===== src/rtl/spis_pkg.sv =====
package spis_pkg;

    localparam int unsigned SPIS_DATA_W = 8;
    localparam int unsigned SPIS_SYNC_N = 2;

    // Edge events seen in the system clock domain
    typedef struct packed {
        logic cap;          // sample MOSI
        logic shft;         // advance MISO
        logic frame_open;   // select has just fallen
    } spis_evt_t;

    // Choose the rising or falling event according to the idle level
    function automatic logic spis_pick(input logic cpol, input logic rise, input logic fall);
        return cpol ? fall : rise;
    endfunction

endpackage


===== src/rtl/spis_sync.sv =====
module spis_sync #(
    parameter int unsigned W       = 1,
    parameter int unsigned STAGES  = 2,
    parameter logic [W-1:0] RST_VAL = '0
) (
    input  logic         clk,
    input  logic         rst,
    input  logic [W-1:0] d,
    output logic [W-1:0] q
);
    logic [W-1:0] stg [STAGES];

    always_ff @(posedge clk) begin
        if (rst) stg[0] <= RST_VAL;
        else     stg[0] <= d;
    end

    for (genvar g = 1; g < STAGES; g++) begin : g_stage
        always_ff @(posedge clk) begin
            if (rst) stg[g] <= RST_VAL;
            else     stg[g] <= stg[g-1];
        end
    end

    assign q = stg[STAGES-1];
endmodule


===== src/rtl/spis_edge.sv =====
module spis_edge
    import spis_pkg::*;
(
    input  logic      clk,
    input  logic      rst,
    input  logic      cpol,
    input  logic      cpha,
    input  logic      sck_s,
    input  logic      ssn_s,
    output spis_evt_t evt
);
    logic sck_q, ssn_q;
    logic rise, fall, lead, trail;

    always_ff @(posedge clk) begin
        if (rst) begin
            sck_q <= 1'b0;
            ssn_q <= 1'b1;
        end else begin
            sck_q <= sck_s;
            ssn_q <= ssn_s;
        end
    end

    always_comb begin
        rise  = sck_s & ~sck_q;
        fall  = ~sck_s & sck_q;
        lead  = spis_pick(cpol, rise, fall);
        trail = spis_pick(cpol, fall, rise);
        evt.cap        = cpha ? trail : lead;
        evt.shft       = cpha ? lead  : trail;
        evt.frame_open = ~ssn_s & ssn_q;
    end
endmodule


===== src/rtl/spis_shift.sv =====
module spis_shift
    import spis_pkg::*;
#(
    parameter int unsigned DATA_W = SPIS_DATA_W
) (
    input  logic              clk,
    input  logic              rst,
    input  logic              cpha,
    input  spis_evt_t         evt,
    input  logic              mosi_s,
    input  logic              ssn_s,
    input  logic [DATA_W-1:0] tx_byte,
    output logic              miso,
    output logic              miso_oe,
    output logic [DATA_W-1:0] rx_byte,
    output logic              rx_done
);
    localparam int unsigned CNT_W = $clog2(DATA_W);
    localparam logic [CNT_W-1:0] LAST = CNT_W'(DATA_W - 1);

    logic [DATA_W-1:0] tx_sr, rx_sr, rx_q, rx_next;
    logic [CNT_W-1:0]  cnt;
    logic              armed, oe_q, done_q, live;

    assign rx_next = {rx_sr[DATA_W-2:0], mosi_s};
    assign live    = cpha | armed;

    always_ff @(posedge clk) begin
        if (rst) begin
            tx_sr  <= '0;
            rx_sr  <= '0;
            rx_q   <= '0;
            cnt    <= '0;
            armed  <= 1'b0;
            oe_q   <= 1'b0;
            done_q <= 1'b0;
        end else begin
            done_q <= 1'b0;
            oe_q   <= ~ssn_s;
            if (ssn_s) begin
                cnt   <= '0;
                armed <= 1'b0;
            end else if (!cpha && evt.frame_open) begin
                tx_sr <= tx_byte;
                cnt   <= '0;
                armed <= 1'b1;
            end else begin
                if (evt.cap && live) begin
                    rx_sr <= rx_next;
                    if (cnt == LAST) begin
                        cnt    <= '0;
                        rx_q   <= rx_next;
                        done_q <= 1'b1;
                        armed  <= 1'b0;
                    end else begin
                        cnt <= cnt + 1'b1;
                    end
                end
                if (evt.shft && live) begin
                    if (cpha && cnt == '0) tx_sr <= tx_byte;
                    else                   tx_sr <= {tx_sr[DATA_W-2:0], 1'b0};
                end
            end
        end
    end

    assign miso    = tx_sr[DATA_W-1];
    assign miso_oe = oe_q;
    assign rx_byte = rx_q;
    assign rx_done = done_q;

    // output driver released once select is high
    assert_oe_released_R7: assert property (@(posedge clk) disable iff (rst)
        ssn_s |=> !miso_oe);
    // strobe lasts one cycle
    assert_done_single_R6: assert property (@(posedge clk) disable iff (rst)
        rx_done |=> !rx_done);
    // strobe only follows a capture event
    assert_done_after_cap_R6: assert property (@(posedge clk) disable iff (rst)
        rx_done |-> $past(evt.cap));
    // no byte completes while deselected
    assert_done_selected_R8: assert property (@(posedge clk) disable iff (rst)
        rx_done |-> $past(!ssn_s));
    // in phase 0 a byte completes only inside an opened frame
    assert_cpha0_framed_R4: assert property (@(posedge clk) disable iff (rst)
        (rx_done && !cpha) |-> $past(armed));
    // MISO moves only on a shift event or frame start
    assert_miso_moves_on_shift_R2: assert property (@(posedge clk) disable iff (rst)
        !$stable(miso) |-> $past(evt.shft || evt.frame_open));
endmodule


===== src/rtl/spis_slave.sv =====
module spis_slave
    import spis_pkg::*;
#(
    parameter int unsigned DATA_W = SPIS_DATA_W,
    parameter int unsigned SYNC_N = SPIS_SYNC_N
) (
    input  logic              clk,
    input  logic              rst,
    input  logic              cfg_cpol,
    input  logic              cfg_cpha,
    input  logic [DATA_W-1:0] tx_byte,
    output logic [DATA_W-1:0] rx_byte,
    output logic              rx_done,
    input  logic              sck_in,
    input  logic              mosi_in,
    input  logic              ssn_in,
    output logic              miso_out,
    output logic              miso_oe
);
    logic [2:0] pins_s;
    spis_evt_t  evt;

    spis_sync #(.W(3), .STAGES(SYNC_N), .RST_VAL(3'b001)) u_sync (
        .clk (clk),
        .rst (rst),
        .d   ({sck_in, mosi_in, ssn_in}),
        .q   (pins_s)
    );

    spis_edge u_edge (
        .clk   (clk),
        .rst   (rst),
        .cpol  (cfg_cpol),
        .cpha  (cfg_cpha),
        .sck_s (pins_s[2]),
        .ssn_s (pins_s[0]),
        .evt   (evt)
    );

    spis_shift #(.DATA_W(DATA_W)) u_shift (
        .clk     (clk),
        .rst     (rst),
        .cpha    (cfg_cpha),
        .evt     (evt),
        .mosi_s  (pins_s[1]),
        .ssn_s   (pins_s[0]),
        .tx_byte (tx_byte),
        .miso    (miso_out),
        .miso_oe (miso_oe),
        .rx_byte (rx_byte),
        .rx_done (rx_done)
    );
endmodule


===== config.mk =====
export PLATFORM = sky130hd
export DESIGN_NAME = spis_slave
export DESIGN_NICKNAME = d
export VERILOG_FILES = /design/src/rtl/spis_pkg.sv /design/src/rtl/spis_sync.sv /design/src/rtl/spis_edge.sv /design/src/rtl/spis_shift.sv /design/src/rtl/spis_slave.sv
export SDC_FILE = /design/constraint.sdc
export NUM_CORES = 1
export LEC_CHECK = 0
export BUFFER_PORTS_ARGS = -buffer_cell sky130_fd_sc_hd__buf_2
export CAP_MARGIN = 20
export CORE_MARGIN = 2
export CORE_UTILIZATION = 35
export CTS_BUF_LIST = sky130_fd_sc_hd__clkbuf_4 sky130_fd_sc_hd__clkbuf_8 sky130_fd_sc_hd__clkbuf_16
export CTS_CLUSTER_DIAMETER = 30
export CTS_CLUSTER_SIZE = 25
export DETAILED_ROUTE_END_ITERATION = 7
export PLACE_DENSITY = 0.63
export SLEW_MARGIN = 20
export SYNTH_ARGS = -nofsm -noshare
export SYNTH_HDL_FRONTEND = slang
export SYNTH_HIERARCHICAL = 1
export SYNTH_SLANG_ARGS = --single-unit

===== constraint.sdc =====
create_clock -name clk -period 3.2 [get_ports clk]
set_input_delay 0.16 -clock clk [delete_from_list [all_inputs] [get_ports clk]]
set_output_delay 0.16 -clock clk [all_outputs]
set_load 0.005 [all_outputs]

==> flow_results.org <==
** Floorplan
- The die covers 4920 um2.
- The floorplan has 24 rows.
- Number of ports placed on the die boundary :: 26
- The core region is 4290 um2.
- The floorplan step set the die width to approximately 70 um.
- The initial utilization of the core area, before any placement, comes to 0.356.
- Vert. Die Dim :: roughly 70 um

** Critical path
- Critical path arrival :: ~1800 ps
- Along the worst path, the maximum fanout reaches 8.
- Capturing element type of the critical path :: flop
- At the worst endpoint, the required time is 3340 ps.
- Cells along the critical path :: nor2b_1 > and2b_4 > o211ai_4 > mux2i_1 > nor2_1
- RR Startpoint :: u_sync/stg[1][0]
- R2R cell count :: 5
- Capturing point of the worst reg2reg path :: u_shift/rx_byte[1]
- Critical-path top delay cell :: dfxtp_1
- In this design, the stage delay of the slowest critical-path cell is approximately 380 ps.
- Worst R2R Setup Slack :: 1540 ps
- By startpoint and endpoint, the worst setup path is classified as flop to flop.
- Kind of start point of the critical path :: flop

** Placement
- Worst slack after detailed placement :: around 1300 ps
- Final RePlAce weighted congestion :: 0.751
- The number of placed instances, taps included, is 223.
- In this run the cell area measured after placement is roughly 1700 um2.
- Detailed placement ended at an HPWL of 1780 um.
- During placement, the flow inserted port buffers numbering 25.

** Logic synthesis
- Yosys mapped the design onto 32 distinct sky130hd cell types.
- Yosys attributes the largest share of cell area to dfxtp_1 (48%), mux2i_1 (12%), nor2_1 (6.6%).
- Synthesized area :: roughly 1500 um2
- Async set-reset flop share out of synthesis :: 0
- The most used flip-flop cell after synthesis is dfxtp_1.
- Average cell area after synthesis :: slightly above 10 um2
- The largest total area in the synthesized netlist belongs to dfxtp_1.
- In this run, synthesis inferred 0 flip-flops with an integrated enable.
- Area share of the leading cell type in the synthesized netlist :: 0.484
- Sequential area share after synthesis :: 0.484
- Count of yosys warnings during synthesis :: 6
- In this run, synthesis produced a sequential element count of 37.
- After technology mapping, the gate count stands at ~150.
- Counting every net in the synthesized netlist gives 170.

** Worst hold path
- Worst hold path type :: input pin to flop
- For hold timing, the worst endpoint is u_sync/stg[0][0].
- The worst hold path passes through 2 cells.
- Hold wc startpoint :: ssn_in

** Clocking
- CTS root buffer :: clkbuf_8
- Hold-fix buffer count after cts :: 0
- Num CTS Buffers :: 5
- CTS tree :: built
- In this run the number of H-tree levels came out at 2.
- Post-cts gate resize count :: 0
- Register clock-pin slew on the reported worst setup and hold paths :: ~70 ps
- TritonCTS Sinks :: 37
- In this run the post-CTS setup repair buffer count came out at 0.
- Max Buffers Root-to-Sink :: 2
- Clock insertion delay at the later pin of the skew report :: 280 ps

** Cells and area
- In the final layout, the share of cells above drive strength 1 is 0.251.
- Number of inserted filler cells in the final layout :: around 430
- Final antenna diode count :: 0
- Final cell count without fillers :: 231
- The net count of the finished layout is roughly 200.
- Synthesis-to-finish area growth :: 18.0%
- Commonest non-fill, non-tap cell in the layout :: dfxtp_1
- Most frequent cells in the layout :: dfxtp_1 (37), nor2_1 (27), buf_2 (25)
- Final design instance area without fill :: approximately 1800 um2

** Pwr
- The worst-case IR drop observed on VDD is approximately 0.00038 V.
- In this run the static leakage power is 0.817 nW.
- Total power per unit cell area :: approximately 500 nW/um2

** Global routing
- The via count of the first global-routing pass is around 1.0k.
- Maximum number of pins on one net before global-route repair :: 33
- Across every metal layer, demand over resource in global routing totals 0.114.
- The first global-routing pass estimated about 4500 um of wire.
- For this run the aggregate overflow at the end of global routing stands at 0.
- The initial antenna violation count came to 0.

** Flow run
- Across the run, the number of max-cap violations was 0.

** Timing
- Setup repair after global routing left no endpoint under its margin.
- The final count of pins violating max slew is 0.
- TNS Setup :: 0 ps
- Once routing completed, OpenROAD measured the worst setup slack at approximately 1500 ps.
- Setup violations remaining at the end of the flow were counted as 0.
- Final Hold Violating Endpoints :: 0
- Final clock period utilization by the worst path :: 0.520
- Clock skew on the completed layout was measured at ~6.9 ps.
- Fmax achieved :: between 600 and 700 MHz
- Measured against its own limit, the worst slew margin works out to 0.630.
- For the pin with the worst max-slew slack, the measured transition is between 500 and 600 ps.
- Final min period :: ~1700 ps

** Detailed routing
- Avg WL per Cell :: around 11 um
- The pre-antenna-repair detailed-routing pass consisted of 4 iterations.
- Summing over every cut layer, the via total after detailed routing is between 1k and 1.5k.
- Final antenna-violating net count :: 0
- Ratio of routed vias to standard cells :: 4.69
- Starting DRT DRC Count :: 67
- DRC errors left :: 0
- After detailed routing, the total wire length is around 2500 um.

** Outcome
- The flow ran to the end, and the final reports show no timing, DRC or antenna violations.
## registers in the layout (all words and copies together) (netlist names)
name and count:
u_shift/tx_sr 8, u_shift/miso_oe 1, u_shift/cnt 3, u_edge/sck_q 1, u_shift/armed 1, u_shift/rx_done 1
u_sync/stg 6, u_shift/rx_sr 7, u_edge/ssn_q 1, u_shift/rx_byte 8
## layout make-up
cell class                      count  area (um2)  area share
Sequential cell                    37         741       0.410
Timing Repair Buffer               25         125      0.0693
Clock buffer                        7        90.1      0.0499
Multi-Input combinational cell    107         747       0.414
Inverter                            2        7.51     0.00416
Clock inverter                      1        30.0      0.0166
Tap cell                           52        65.1      0.0360
## per-layer routing
layer	up-vias	wire length, um	global-route usage
met5	-	0	0
met4	0	0	0.0406
met3	0	117	0.0390
met2	19	1160	0.180
met1	496	1270	0.145
li1	569	-	-
## where the power goes
| part | switching (mW) | leakage, nW | internal, mW |
|---|---|---|---|
| Clock | 0.153 | 0.0619 | 0.262 |
| Combinational | 0.0248 | 0.455 | 0.0173 |
| Sequential | 0.00284 | 0.300 | 0.466 |
## critical path, delay by kind of cell (launching register included)
kind | cells | cell delay [ps]
AND/OR/NAND/NOR | 3 | 560
AO/OA/AOI/OAI | 1 | 350
flip-flops | 1 | 380
multiplexers | 1 | 230
## per-stage QoR
step           total power [mW]  utilization  hold WS, ps
2_1_floorplan             0.507            -          232
3_3_place_gp              0.522        0.392          339
3_5_place_dp              0.522        0.392          342
4_1_cts                   0.944        0.420         42.1
5_1_grt                   0.966        0.420         58.0
6_report                  0.926        0.420         52.9
## Yosys cell counts (2+ instances only)
library cell	count
or2_1	2
clkbuf_1	2
ha_1	4
a311oi_2	2
nand2b_1	3
buf_6	2
inv_1	2
nand2_1	10
nor2_1	27
nor2b_1	7
a311oi_1	5
mux2i_1	18
o21ai_0	2
a21oi_1	4
nand3_1	8
dfxtp_1	37
## worst max path at each step
stage | slack, ps | endpoint | start | cells past startpoint
after floorplan | 1680 | u_shift/rx_byte[6] | u_sync/stg[1][2] | 6
after detailed placement | 1280 | u_shift/rx_byte[1] | cfg_cpha | 7
final | 1540 | u_shift/rx_byte[1] | u_sync/stg[1][0] | 5
after CTS | 1520 | u_shift/rx_byte[1] | u_sync/stg[1][0] | 5
after global routing | 1360 | u_shift/tx_sr[1] | u_sync/stg[1][2] | 6
after global placement | 1310 | u_shift/rx_byte[6] | cfg_cpha | 7
## cell families (layout without fill, tap and decap cells)
family          after synthesis  count (layout)  synth area share
mux                          18              18             0.118
compound gates               20              20             0.122
fa+ha+maj                     4               4            0.0327
simple gates                 64              64             0.205
xor+xnor                      1               1            0.0106
buf+inv                       7              35            0.0278
flops                        37              37             0.484
No activity file was read; power rests on OpenSTA's default activity.
